File: config.mk
export PLATFORM = sky130hd
export DESIGN_NAME = irq_cpu_if
export DESIGN_NICKNAME = d
export VERILOG_FILES = /design/src/rtl/irq_cif_pkg.sv /design/src/rtl/cif_regs.sv /design/src/rtl/cif_prio_stack.sv /design/src/rtl/cif_fsm.sv /design/src/rtl/irq_cpu_if.sv
export SDC_FILE = /design/constraint.sdc
export NUM_CORES = 1
export LEC_CHECK = 0
export CAP_MARGIN = 10
export CELL_PAD_IN_SITES_DETAIL_PLACEMENT = 1
export CELL_PAD_IN_SITES_GLOBAL_PLACEMENT = 2
export CORE_MARGIN = 3
export CORE_UTILIZATION = 34
export CTS_CLUSTER_SIZE = 30
export DETAILED_ROUTE_END_ITERATION = 6
export PLACE_DENSITY = 0.87
export SETUP_SLACK_MARGIN = 0.02
export SLEW_MARGIN = 10
export SYNTH_ARGS = -nofsm -noshare
export SYNTH_HDL_FRONTEND = slang
export SYNTH_HIERARCHICAL = 1
export SYNTH_SLANG_ARGS = --single-unit
File: constraint.sdc
create_clock -name clk -period 4.4 [get_ports clk]
set_input_delay 0.44 -clock clk [delete_from_list [all_inputs] [get_ports clk]]
set_output_delay 0.44 -clock clk [all_outputs]
set_load 0.05 [all_outputs]
File: src/rtl/irq_cif_pkg.sv
package irq_cif_pkg;

    localparam int ID_W   = 10;
    localparam int SRC_W  = 2;
    localparam int PRIO_W = 8;
    localparam int BP_W   = 3;
    localparam int DATA_W = 32;

    localparam logic [ID_W-1:0]   NO_IRQ_ID = '1;
    localparam logic [PRIO_W-1:0] IDLE_PRIO = '1;

    localparam int OFS_CTRL = 'h00;
    localparam int OFS_PMR  = 'h04;
    localparam int OFS_BP   = 'h08;
    localparam int OFS_ACK  = 'h0C;
    localparam int OFS_EOI  = 'h10;
    localparam int OFS_RUN  = 'h14;
    localparam int OFS_HPND = 'h18;

    typedef enum logic [1:0] {
        CIF_QUIET   = 2'd0,
        CIF_SIGNAL  = 2'd1,
        CIF_BUSY    = 2'd2,
        CIF_PREEMPT = 2'd3
    } cif_state_e;

    // Group mask: keep the priority bits above the binary point.
    function automatic logic [PRIO_W-1:0] group_mask(input logic [BP_W-1:0] bp);
        logic [PRIO_W-1:0] m;
        for (int i = 0; i < PRIO_W; i++) begin
            m[i] = (i > int'(bp));
        end
        return m;
    endfunction

endpackage

File: src/rtl/cif_regs.sv
module cif_regs
    import irq_cif_pkg::*;
#(
    parameter int ADDR_W = 8
) (
    input  logic              clk,
    input  logic              rst_n,
    input  logic              wr,
    input  logic [ADDR_W-1:0] addr,
    input  logic [PRIO_W-1:0] wdata,
    output logic              en_q,
    output logic [PRIO_W-1:0] pmr_q,
    output logic [BP_W-1:0]   bp_q
);

    always_ff @(posedge clk or negedge rst_n) begin
        if (!rst_n) begin
            en_q  <= 1'b0;
            pmr_q <= '0;
            bp_q  <= '0;
        end else if (wr) begin
            if (addr == ADDR_W'(OFS_CTRL)) en_q  <= wdata[0];
            if (addr == ADDR_W'(OFS_PMR))  pmr_q <= wdata;
            if (addr == ADDR_W'(OFS_BP))   bp_q  <= wdata[BP_W-1:0];
        end
    end

endmodule

File: src/rtl/cif_prio_stack.sv
module cif_prio_stack #(
    parameter int DEPTH = 8,
    parameter int W     = 8,
    localparam int CNT_W = $clog2(DEPTH + 1)
) (
    input  logic             clk,
    input  logic             rst_n,
    input  logic             push,
    input  logic             pop,
    input  logic [W-1:0]     push_val,
    output logic [W-1:0]     top_val,
    output logic [CNT_W-1:0] depth,
    output logic             uflow
);

    logic [W-1:0] mem [DEPTH];

    // One storage slot per level; a slot loads when the pointer sits on it.
    for (genvar g = 0; g < DEPTH; g++) begin : g_slot
        always_ff @(posedge clk or negedge rst_n) begin
            if (!rst_n) begin
                mem[g] <= '1;
            end else if (push && depth == CNT_W'(g)) begin
                mem[g] <= push_val;
            end
        end
    end

    always_ff @(posedge clk or negedge rst_n) begin
        if (!rst_n) begin
            depth <= '0;
            uflow <= 1'b0;
        end else if (push) begin
            if (depth < CNT_W'(DEPTH)) depth <= depth + 1'b1;
        end else if (pop) begin
            if (depth == '0) uflow <= 1'b1;
            else             depth <= depth - 1'b1;
        end
    end

    always_comb begin
        top_val = '1;
        for (int i = 0; i < DEPTH; i++) begin
            if (depth == CNT_W'(i + 1)) top_val = mem[i];
        end
    end

endmodule

File: src/rtl/cif_fsm.sv
module cif_fsm
    import irq_cif_pkg::*;
(
    input  logic       clk,
    input  logic       rst_n,
    input  logic       want,
    input  logic       in_service,
    output cif_state_e state,
    output logic       irq_n
);

    cif_state_e nxt;

    always_comb begin
        nxt = state;
        unique case (state)
            CIF_QUIET:   nxt = in_service ? (want ? CIF_PREEMPT : CIF_BUSY)      // take
                                          : (want ? CIF_SIGNAL  : CIF_QUIET);    // raise
            CIF_SIGNAL:  nxt = in_service ? (want ? CIF_PREEMPT : CIF_BUSY)      // take
                                          : (want ? CIF_SIGNAL  : CIF_QUIET);    // drop
            CIF_BUSY:    nxt = in_service ? (want ? CIF_PREEMPT : CIF_BUSY)      // nest
                                          : (want ? CIF_SIGNAL  : CIF_QUIET);    // retire
            CIF_PREEMPT: nxt = in_service ? (want ? CIF_PREEMPT : CIF_BUSY)      // settle
                                          : (want ? CIF_SIGNAL  : CIF_QUIET);    // retire
            default:     nxt = CIF_QUIET;
        endcase
    end

    always_ff @(posedge clk or negedge rst_n) begin
        if (!rst_n) state <= CIF_QUIET;
        else        state <= nxt;
    end

    always_comb begin
        irq_n = !(state == CIF_SIGNAL || state == CIF_PREEMPT);
    end

endmodule

File: src/rtl/irq_cpu_if.sv
module irq_cpu_if
    import irq_cif_pkg::*;
#(
    parameter int ADDR_W      = 8,
    parameter int STACK_DEPTH = 8
) (
    input  logic              clk,
    input  logic              rst_n,
    input  logic              cand_valid,
    input  logic [ID_W-1:0]   cand_id,
    input  logic [SRC_W-1:0]  cand_src,
    input  logic [PRIO_W-1:0] cand_prio,
    input  logic              reg_rd,
    input  logic              reg_wr,
    input  logic [ADDR_W-1:0] reg_addr,
    input  logic [DATA_W-1:0] reg_wdata,
    output logic [DATA_W-1:0] reg_rdata,
    output logic              irq_n,
    output logic              clr_pend_o,
    output logic              set_act_o,
    output logic [ID_W-1:0]   ack_id_o,
    output logic              clr_act_o,
    output logic [ID_W-1:0]   eoi_id_o,
    output logic              stack_uflow
);

    localparam int CNT_W = $clog2(STACK_DEPTH + 1);

    logic              en_q;
    logic [PRIO_W-1:0] pmr_q;
    logic [BP_W-1:0]   bp_q;
    logic [PRIO_W-1:0] run_prio;
    logic [CNT_W-1:0]  stk_depth;
    logic [PRIO_W-1:0] gmask;
    logic              in_service, want, ack_hit, ack_take, eoi_hit;
    cif_state_e        state;
    logic              ack_pulse_q, eoi_pulse_q;

    cif_regs #(.ADDR_W(ADDR_W)) u_regs (
        .clk   (clk),
        .rst_n (rst_n),
        .wr    (reg_wr),
        .addr  (reg_addr),
        .wdata (reg_wdata[PRIO_W-1:0]),
        .en_q  (en_q),
        .pmr_q (pmr_q),
        .bp_q  (bp_q)
    );

    assign gmask      = group_mask(bp_q);
    assign in_service = (stk_depth != '0);
    assign want       = cand_valid && en_q && (cand_prio < pmr_q) &&
                        (!in_service || ((cand_prio & gmask) < (run_prio & gmask)));
    assign ack_hit    = reg_rd && (reg_addr == ADDR_W'(OFS_ACK));
    assign ack_take   = ack_hit && want;
    assign eoi_hit    = reg_wr && (reg_addr == ADDR_W'(OFS_EOI));

    cif_prio_stack #(.DEPTH(STACK_DEPTH), .W(PRIO_W)) u_stack (
        .clk      (clk),
        .rst_n    (rst_n),
        .push     (ack_take),
        .pop      (eoi_hit),
        .push_val (cand_prio),
        .top_val  (run_prio),
        .depth    (stk_depth),
        .uflow    (stack_uflow)
    );

    cif_fsm u_fsm (
        .clk        (clk),
        .rst_n      (rst_n),
        .want       (want),
        .in_service (in_service),
        .state      (state),
        .irq_n      (irq_n)
    );

    always_ff @(posedge clk or negedge rst_n) begin
        if (!rst_n) begin
            ack_pulse_q <= 1'b0;
            ack_id_o    <= '0;
            eoi_pulse_q <= 1'b0;
            eoi_id_o    <= '0;
        end else begin
            ack_pulse_q <= ack_take;
            eoi_pulse_q <= eoi_hit;
            if (ack_take) ack_id_o <= cand_id;
            if (eoi_hit)  eoi_id_o <= reg_wdata[ID_W-1:0];
        end
    end

    assign clr_pend_o = ack_pulse_q;
    assign set_act_o  = ack_pulse_q;
    assign clr_act_o  = eoi_pulse_q;

    always_comb begin
        reg_rdata = '0;
        if (reg_rd) begin
            unique case (int'(reg_addr))
                OFS_CTRL: reg_rdata = DATA_W'(en_q);
                OFS_PMR:  reg_rdata = DATA_W'(pmr_q);
                OFS_BP:   reg_rdata = DATA_W'(bp_q);
                OFS_ACK:  reg_rdata = want ? DATA_W'({cand_src, cand_id})
                                           : DATA_W'(NO_IRQ_ID);
                OFS_RUN:  reg_rdata = DATA_W'(run_prio);
                OFS_HPND: reg_rdata = cand_valid ? DATA_W'(cand_id) : DATA_W'(NO_IRQ_ID);
                default:  reg_rdata = '0;
            endcase
        end
    end

    logic unused_state;
    assign unused_state = ^state;

endmodule

==> metrics.md, run 1 <==
| Metric | Value |
|---|---|
| Reg-to-reg slack, setup | `0.19 ns` |
| DRC | `0` |
| DIE WIDTH | `138.5 um` |
| Power, Total | `2.187 mW` |
| Setup CP Type | `reg -> out` |
| Status | `finished clean` |
| Htree depth | `3` |
| Mapped cell area | `0.005971 mm^2` |
| Remaining antenna violation count | `0` |
| Crit path cell chain | `inv_1 -> ha_1 -> or4b_4 -> o221ai_4 -> a221oi_4 -> nand2_2 -> ha_4 -> a21oi_1 -> a31oi_2 -> or3_4 -> nor3_4 -> buf_6 -> buf_8 -> and2_4 -> buf_12` |
| I/O Buffers | `79` |
| Syn avg cell area | `11.46 um^2` |
| TritonRoute pass-1 iters | `4` |
| Layout cells sized above 1 | `0.4554` |
| Initial antenna violation count | `0` |
| Die Height | `138.5 um` |
| Global route overflow | `0` |
| Largest net degree at the start of global routing | `67` |
| Tmin final | `4.272 ns` |
| Max_cap viols | `0` |
| Critical path's top delay family | `simple AND/OR/NAND/NOR gates` |
| Cells after Synth | `521` |
| Detail Placement HPWL | `13390 um` |
| Rel. slew slack | `0.4032` |
| Hold buffer count at CTS | `0` |
| TritonCTS clock tree | `built` |
| Peak supply drop | `0.1833 mV` |
| Startpoint types | `flop` |
| Leak | `3.390 nW` |
| CP Capture Type | `output port` |
| Max Clock Skew | `0.01256 ns` |
| Worst-skew pair later-pin latency | `0.35 ns` |
| DR iter-0 viols | `144` |
| Most common cell after layout, fill and taps aside | `mux2_2` |
| Num CTS Buffers | `9` |
| Final Cell Area | `0.008084 mm^2` |
| # fillers | `1775` |
| CP Data Arrival Time | `3.83 ns` |
| Final hold violations | `0` |
| Global-route wire length before repair | `28620 um` |
| Crit path max fanout | `8` |
| DP Worst Slack | `-0.02259 ns` |
| Syn. warnings | `6` |
| Core ar. | `0.01688 mm^2` |
| HP Class | `in -> async` |
| Num ports | `122` |
| Clk root buf | `clkbuf_16` |
| Crit path buffers/inverters | `4` |
| Slowest-stage cell, CP | `or4b_4` |
| Layout area overhead | `35.39%` |
| Commonest non-fill, non-tap cells in the layout | `mux2_2, clkdlybuf4s50_1, dfstp_2, buf_4, dfrtp_1` |
| Starting Density | `0.3538` |
| FP Rows | `47` |
| Fmax | `0.2341 GHz` |
| Die ar. | `0.01919 mm^2` |
| Number of global-route vias before repair | `5026` |
| Num Clock Sinks | `104` |
| Least-Margin Pin Slew | `0.8828 ns` |
| Number of vias per cell | `5.376` |
| RSZ-0062 raised after global routing | `true` |
| GRT Total Usage | `0.1860` |
| Mean routed wirelength per cell | `20.92 um` |
| Critical path required time | `3.96 ns` |
| Cells after DPL | `846` |
| PD cells | `270.5 mW/mm^2` |
| Ant diodes | `0` |
| Max-slew violation count | `0` |
| Setup-failing EPs final | `0` |
| Total number of vias | `4677` |
| Worst Reg-to-Reg Cells | `18` |
| Routability-driven placement congestion ratio | `0.8518` |
| Period utilization | `0.9710` |
| Final Non-Filler Cells | `870` |
| Final WL | `18200 um` |
| RR Endpoint | `u_stack/depth[3]` |
| Setup tns final | `0 ns` |
| Final worst setup slack | `0.1276 ns` |
| Clk pin slew, worst setup/hold paths | `0.08 ns` |
| Final #Nets | `728` |
| Clk buf depth | `2` |
| Worst r2r src | `u_stack/depth[0]` |
| Placed cell area | `0.007416 mm^2` |
| Crit-path max cell delay | `0.67 ns` |
==> power breakdown <==
part	total, mW	internal (mW)	leakage (nW)	switching [mW]
Combinational	0.314	0.123	2.02	0.191
Clock	0.892	0.533	0.164	0.360
Sequential	0.981	0.969	1.20	0.0112
==> through the flow <==
stage / hold slack, ns / utilization
after detailed placement: 0.4567 / 0.4394
final: 0.2000 / 0.4790
after global routing: 0.2618 / 0.4790
after global placement: 0.4595 / 0.4394
after floorplan: 0.1444 / -
after CTS: 0.2124 / 0.4686
==> worst max path at each step <==
| stage | startpoint | endpoint | slack (ns) | cells after the start |
|---|---|---|---|---|
| 2_1_floorplan | u_stack/depth[1] | reg_rdata[1] | 0.04 | 15 |
| 4_1_cts | u_stack/depth[1] | reg_rdata[11] | 0.02 | 16 |
| 5_1_grt | u_stack/depth[0] | reg_rdata[0] | -0.01 | 16 |
| 6_report | u_stack/depth[0] | reg_rdata[10] | 0.13 | 15 |
| 3_3_place_gp | u_stack/depth[0] | u_stack/depth[3] | 0.1 | 17 |
| 3_5_place_dp | u_stack/depth[0] | u_stack/depth[0] | -0.02 | 18 |
==> area by class of cell <==
class                   instances  area [um^2]  share of cell area
repair buffers                145         1473              0.1822
clock buffers                  12        256.5             0.03173
flip-flops and latches        104         2685              0.3321
well taps                     220        275.3             0.03405
multi-input cells             363         3237              0.4004
clock inverters                 4        75.07            0.009286
inverters                      22        82.58             0.01022
==> per-layer routing <==
| metal | share of wire | track usage |
|---|---|---|
| met1 | 0.43 | 0.2336 |
| met2 | 0.51 | 0.3237 |
| met3 | 0.039 | 0.02797 |
| met4 | 0.027 | 0.07020 |
| met5 | 0 | 0 |
==> registers in the layout (all words and copies together) (netlist names) <==
register / count
clr_pend_o: 1
u_stack/mem: 64
u_regs/bp_q: 3
u_regs/pmr_q: 8
clr_act_o: 1
u_stack/depth: 4
ack_id_o: 10
u_stack/uflow: 1
u_fsm/state: 1
eoi_id_o: 10
u_regs/en_q: 1
==> timing repair <==
item / CTS / global route
gates cloned: 0 / 0
setup endpoints to repair: 63 / 39
pin swaps: 1 / 9
resized for setup: 24 / 26
hold endpoints to repair: 0 / 0
buffers inserted: 2 / 6
(Power assumes the default switching activity.)
==> run 2, diff against run 1 <==
Settings changed: CTS_BUF_LIST set to sky130_fd_sc_hd__clkbuf_16.
==> run 2 against run 1 <==
Non-clock buffer count fell by 4. Maximum frequency rose by 0.99%. Register-to-register slack barely moved. Wire length fell by 0.10%. First-iteration DRC count rose by 26%. Power fell by 1.8%. Hold slack got worse by 0.0033 ns. Worst setup slack improved by 0.042 ns.
==> metrics.md, run 2 (same netlist as run 1, synthesis figures left out) <==
| Metric | Value |
|---|---|
| RR Endpoint | `u_stack/depth[3]` |
| Least-Margin Pin Slew | `0.8278 ns (-0.05497 ns)` |
| Period utilization | `0.9615 (-0.009522)` |
| Register area | `0.002685 mm^2 (unchanged)` |
| Crit path cell chain | `buf_4 -> ha_2 -> buf_6 -> buf_4 -> a211o_1 -> a221oi_4 -> nand2_2 -> ha_4 -> a21oi_1 -> a31oi_2 -> or3_4 -> nor3_4 -> buf_6 -> buf_8 -> and2_2 -> buf_12` |
| Clk buf depth | `2 (unchanged)` |
| Crit path max fanout | `13 (+5)` |
| Final WL | `18180 um (-0.10%)` |
| Number of vias per cell | `5.337 (-0.72%)` |
| DR iter-0 viols | `181 (+26%)` |
| Clk pin slew, worst setup/hold paths | `0.08 ns (about the same)` |
| CP Data Arrival Time | `3.79 ns (-0.04 ns)` |
| Die Height | `138.5 um (unchanged)` |
| Setup CP Type | `reg -> out` |
| Final #Nets | `724 (-0.55%)` |
| Reg with most FFs | `u_stack/mem` |
| Max Clock Skew | `0.01091 ns (-0.001651 ns)` |
| Max_cap viols | `0 (unchanged)` |
| RSZ-0062 raised after global routing | `false` |
| Setup-failing EPs final | `0 (unchanged)` |
| Htree depth | `3 (unchanged)` |
| # fillers | `1779 (+0.23%)` |
| Total number of vias | `4622 (-1.2%)` |
| Layout cells sized above 1 | `0.4505 (-0.004920)` |
| Setup tns final | `0 ns (unchanged)` |
| Largest regs | `u_stack/mem x64, ack_id_o x10, eoi_id_o x10` |
| Global-route wire length before repair | `28480 um (-0.48%)` |
| Leak | `3.365 nW (-0.72%)` |
| Worst Reg-to-Reg Cells | `18 (unchanged)` |
| Final hold violations | `0 (unchanged)` |
| Worst Hold Slack | `0.1967 ns (-0.003303 ns)` |
| Worst r2r src | `u_stack/depth[1]` |
| I/O Buffers | `79 (unchanged)` |
| Detail Placement HPWL | `13390 um (unchanged)` |
| PD cells | `267.3 mW/mm^2 (-1.2%)` |
| Peak supply drop | `0.1842 mV (+0.47%)` |
| Layout Utilization | `0.4761 (-0.002891)` |
| Critical Path Start | `u_stack/depth[0]` |
| Multi-input logic area | `0.003238 mm^2 (about the same)` |
| Max FFs per register | `64 (unchanged)` |
| End point of the critical path | `reg_rdata[10]` |
| Status | `finished clean` |
| Global route overflow | `0 (unchanged)` |
| Num ports | `122 (unchanged)` |
| DP Worst Slack | `-0.02259 ns (unchanged)` |
| Starting Density | `0.3538 (unchanged)` |
| Startpoint types | `flop` |
| FP Rows | `47 (unchanged)` |
| Hold buffer count at CTS | `0 (unchanged)` |
| Rel. slew slack | `0.4481 (+0.04494)` |
| Largest net degree at the start of global routing | `67 (unchanged)` |
| DIE WIDTH | `138.5 um (unchanged)` |
| Critical path's top delay family | `compound AO/OA/AOI/OAI gates` |
| Mean routed wirelength per cell | `20.99 um (+0.36%)` |
| Clk root buf | `clkbuf_16` |
| Num CTS Buffers | `9 (unchanged)` |
| Critical path depth in cells | `16 (+1)` |
| CP Capture Type | `output port` |
| Routability-driven placement congestion ratio | `0.8518 (unchanged)` |
| Initial antenna violation count | `0 (unchanged)` |
| Final worst setup slack | `0.1695 ns (+0.04190 ns)` |
| HP Class | `in -> async` |
| Num Clock Sinks | `104 (unchanged)` |
| Reg-to-reg slack, setup | `0.19 ns (about the same)` |
| Core ar. | `0.01688 mm^2 (unchanged)` |
| TritonRoute pass-1 iters | `4 (unchanged)` |
| Commonest non-fill, non-tap cells in the layout | `mux2_2, clkdlybuf4s50_1, dfstp_2, buf_4, dfrtp_1` |
| Remaining antenna violation count | `0 (unchanged)` |
| Crit path buffers/inverters | `6 (+2)` |
| Ant diodes | `0 (unchanged)` |
| DRC | `0 (unchanged)` |
| Most common cell after layout, fill and taps aside | `mux2_2` |
| Crit-path max cell delay | `0.45 ns (-0.22 ns)` |
| TritonCTS clock tree | `built` |
| Tmin final | `4.230 ns (-0.04190 ns)` |
| GRT Total Usage | `0.1851 (-0.0009490)` |
| Number of global-route vias before repair | `5008 (-0.36%)` |
| Die ar. | `0.01919 mm^2 (unchanged)` |
| Critical path required time | `3.96 ns (about the same)` |
| Max-slew violation count | `0 (unchanged)` |
| Fmax | `0.2364 GHz (+0.99%)` |
| Layout area overhead | `34.58%` |
| Worst-skew pair later-pin latency | `0.35 ns (about the same)` |
| Slowest-stage cell, CP | `dfrtp_2` |
-- run 2: cell count changes in the layout (fill, tap and decap cells not counted), sizes merged --
| cell | change |
|---|---|
| buf | -4 |
| clkbuf | -3 |
| clkinv | +2 |
| inv | +1 |
-- run 2: metrics by stage --
| step | area [um^2] | power [mW] | instances |
|---|---|---|---|
| 4_1_cts | 7936 | 2.167 | 864 |
| 3_5_place_dp | 7416 | 1.289 | 846 |
| 3_3_place_gp | 7416 | 1.278 | 846 |
| 2_1_floorplan | 6042 | 1.148 | 540 |
| 6_report | 8035 | 2.148 | 866 |
| 5_1_grt | 8035 | 2.234 | 866 |
-- run 2: how the worst min path moves through the flow --
stage,start,to,cells after the start
floorplan,rst_n,ack_id_o[0],0
global placement,u_stack/uflow,u_stack/uflow,1
detailed placement,u_stack/uflow,u_stack/uflow,1
CTS,rst_n,u_stack/depth[0],1
global route,rst_n,u_stack/depth[0],1
finish,rst_n,u_stack/depth[0],1
-- run 2: timing repair --
action,4_1_cts,5_1_grt
setup endpoints to repair,63,39
setup buffers,2,2
gates resized for setup,30,19
pin swaps,6,8
-- run 2: metal layers --
metal  GRT usage  share of wire
met1      0.2338           0.44
met2      0.3227           0.51
met3     0.02762          0.027
met4     0.06552          0.024
met5           0              0
-- run 2: layout make-up --
type	count	area share
well taps	220	0.03426
clock inverters	7	0.01074
flip-flops and latches	104	0.3342
repair buffers	141	0.1795
inverters	22	0.01028
clock buffers	9	0.02803
multi-input cells	363	0.4030
-- run 2: worst reg2reg max path, cell delays in order (launching register included) --
cell and delay, ns:
dfrtp_2 0.46, inv_2 0.12, ha_2 0.21, or4b_4 0.57, buf_4 0.21, o221ai_4 0.21
a221oi_2 0.11, buf_4 0.16, nand2b_1 0.06, ha_1 0.14, nand4_1 0.10, a31oi_2 0.21
or3_4 0.17, nor3_4 0.04, buf_6 0.15, buf_4 0.17, or4_4 0.43, a2111oi_2 0.40
xor2_1 0.17
-- run 2: where the power goes --
| part | internal, mW | switching, mW |
|---|---|---|
| logic | 0.124 | 0.191 |
| registers | 0.970 | 0.0113 |
| clock network | 0.496 | 0.357 |
==> run 3, diff against run 2 <==
Settings changed: CELL_PAD_IN_SITES_DETAIL_PLACEMENT 1 to 2.
==> run 3 against run 2 <==
The run now ends with setup timing left. Non-clock buffer count is 11 higher. First-iteration DRC count is 94% higher. Final area is 3.2% higher. Sequential share of layout area is 1.0 points lower. Core utilization is 1.5 points higher. Register-to-register slack worse by 0.22 ns. Maximum frequency is 4.8% lower. Global-route usage is 6.0 points higher. Sequential power hardly changed. Combinational power is 15% higher. Hold slack better by 0.011 ns.
==> metrics.md, run 3 (same netlist as run 1, synthesis figures left out) <==
| Metric | Value |
|---|---|
| Status | `complete, but fails checks` |
| Failing checks | `setup timing` |
| Peak supply drop | `0.1875 mV (+1.8%)` |
| Number of global-route vias before repair | `5739 (+15%)` |
| Num ports | `122 (unchanged)` |
| Sequential power share | `0.455 (-0.002)` |
| Fmax | `0.2250 GHz (-4.8%)` |
| CP Capture Type | `output port` |
| Final WL | `25920 um (+43%)` |
| Number of vias per cell | `5.848 (+9.6%)` |
| DRC | `0 (unchanged)` |
| Period utilization | `1.010 (+0.04869)` |
| TritonCTS clock tree | `built` |
| Core ar. | `0.01688 mm^2 (unchanged)` |
| Power, Total | `2.162 mW (+0.64%)` |
| PD cells | `260.7 mW/mm^2 (-2.5%)` |
| Num Clock Sinks | `104 (unchanged)` |
| I/O Buffers | `79 (unchanged)` |
| Ant diodes | `0 (unchanged)` |
| Initial antenna violation count | `0 (unchanged)` |
| Hold buffer count at CTS | `0 (unchanged)` |
| DR iter-0 viols | `352 (+94%)` |
| Commonest non-fill, non-tap cells in the layout | `mux2_2, clkdlybuf4s50_1, dfstp_2, buf_4, dfrtp_1` |
| Leak | `3.457 nW (+2.7%)` |
| TritonRoute pass-1 iters | `5 (+1)` |
| Sw Share | `0.2859 (+0.02551)` |
| Crit path max fanout | `11 (-2)` |
| Largest net degree at the start of global routing | `67 (unchanged)` |
| Clock Power Share | `0.378 (-0.019)` |
| FP Rows | `47 (unchanged)` |
| Worst Hold Slack | `0.2078 ns (+0.01105 ns)` |
| Comb pwr share | `0.167 (+0.020)` |
| DP Worst Slack | `-0.1682 ns (-0.1456 ns)` |
| Remaining antenna violation count | `0 (unchanged)` |
| DIE WIDTH | `138.5 um (unchanged)` |
| Final Cell Area | `0.008292 mm^2 (+3.2%)` |
| Clk buf depth | `2 (unchanged)` |
| Clk pin slew, worst setup/hold paths | `0.07 ns (about the same)` |
| Die ar. | `0.01919 mm^2 (unchanged)` |
| RSZ-0062 raised after global routing | `true` |
| Htree depth | `3 (unchanged)` |
| Setup-failing EPs final | `13 (+13)` |
| Placed cell area | `0.007416 mm^2 (unchanged)` |
| Setup tns final | `-0.2705 ns (-0.2705 ns)` |
| Max Clock Skew | `0.006177 ns (-0.004729 ns)` |
| Mean routed wirelength per cell | `29.55 um (+41%)` |
| Setup CP Type | `reg -> out` |
| Routability-driven placement congestion ratio | `0.8518 (unchanged)` |
| GRT Total Usage | `0.2451 (+0.06006)` |
| NetSw | `0.6179 mW (+11%)` |
| Rel. slew slack | `0.2986 (-0.1496)` |
| Largest regs | `u_stack/mem x64, ack_id_o x10, eoi_id_o x10` |
| Max-slew violation count | `0 (unchanged)` |
| Final #Nets | `735 (+1.5%)` |
| Clk root buf | `clkbuf_16` |
| Total number of vias | `5129 (+11%)` |
| Most common cell after layout, fill and taps aside | `mux2_2` |
| Die Height | `138.5 um (unchanged)` |
| Tmin final | `4.445 ns (+0.2143 ns)` |
| Layout area overhead | `38.87%` |
| CP Data Arrival Time | `4.00 ns (+0.21 ns)` |
| Starting Density | `0.3538 (unchanged)` |
| Startpoint types | `flop` |
| Final worst setup slack | `-0.04472 ns (-0.2143 ns)` |
| Layout cells sized above 1 | `0.4901 (+0.03964)` |
| HP Class | `in -> async` |
| Global route overflow | `0 (unchanged)` |
| Final hold violations | `0 (unchanged)` |
| Max FFs per register | `64 (unchanged)` |
| Power Internal | `1.544 mW (-2.8%)` |
| Max_cap viols | `0 (unchanged)` |
| Num CTS Buffers | `9 (unchanged)` |
| Worst-skew pair later-pin latency | `0.36 ns (about the same)` |
| Detail Placement HPWL | `15700 um (+17%)` |
| Reg with most FFs | `u_stack/mem` |
| Least-Margin Pin Slew | `1.038 ns (+0.2097 ns)` |
| Reg-to-reg slack, setup | `-0.03 ns (-0.22 ns)` |
| Global-route wire length before repair | `36100 um (+27%)` |
| Critical path required time | `3.96 ns (about the same)` |
==> run 3: final timing paths <==
| check | start | end | depth (start not counted) |
|---|---|---|---|
| max | u_stack/depth[1] | reg_rdata[2] | 17 |
| min | rst_n | u_stack/depth[0] | 1 |
| max reg2reg | u_stack/depth[0] | u_stack/mem[10] | 18 |
| min reg2reg | u_stack/uflow | u_stack/uflow | 1 |
| max in group asynchronous | rst_n | u_stack/mem[46] | 2 |
| min in group clk | u_stack/uflow | u_stack/uflow | 1 |
==> run 3: metrics by stage <==
step,cells,utilization
4_1_cts,864,0.4712
3_3_place_gp,846,0.4394
3_5_place_dp,846,0.4394
5_1_grt,877,0.4913
2_1_floorplan,540,-
6_report,877,0.4913
==> run 3: layer usage <==
layer  part of all wire  vias to the layer above  GRT usage
met1               0.39                     2703     0.2891
met2               0.51                      198     0.4332
met5                  0                        -          0
met3              0.044                       74    0.03142
met4              0.054                        0     0.1321
li1                   -                     2154          -
==> run 3: power by group through the flow <==
stage	clock network, mW	registers [mW]	logic (mW)
2_1_floorplan	0	1.01	0.140
3_3_place_gp	0	0.995	0.283
3_5_place_dp	0	0.997	0.302
4_1_cts	0.824	0.981	0.322
5_1_grt	0.877	0.984	0.381
6_report	0.817	0.983	0.362
==> run 3: critical path, cell delays in order (launching register included) <==
cell and delay (ns):
dfrtp_2 0.49, ha_2 0.23, buf_4 0.19, nor2b_4 0.14
buf_4 0.16, buf_4 0.14, a221oi_1 0.09, a221oi_2 0.34
buf_4 0.19, nand2_1 0.06, ha_1 0.30, o21a_1 0.19
o2111a_2 0.29, buf_6 0.17, nor3_4 0.22, o21ai_2 0.10
buf_4 0.17, buf_12 0.14
==> run 3: what timing repair did <==
action	4_1_cts	5_1_grt
endpoints found under the setup margin	72	66
pin swaps	6	19
gates resized for setup	41	47
hold endpoints to repair	0	0
buffers inserted	2	12
cloned	0	1
==> run 3: final cells by class <==
type	count	area (um^2)
clock buffer	9	225.2
multi-input combinational	363	3379
tap	220	275.3
fill	1596	8586
timing repair buffer	152	1578
clock inverter	7	62.56
inverter	22	85.08
sequential	104	2686
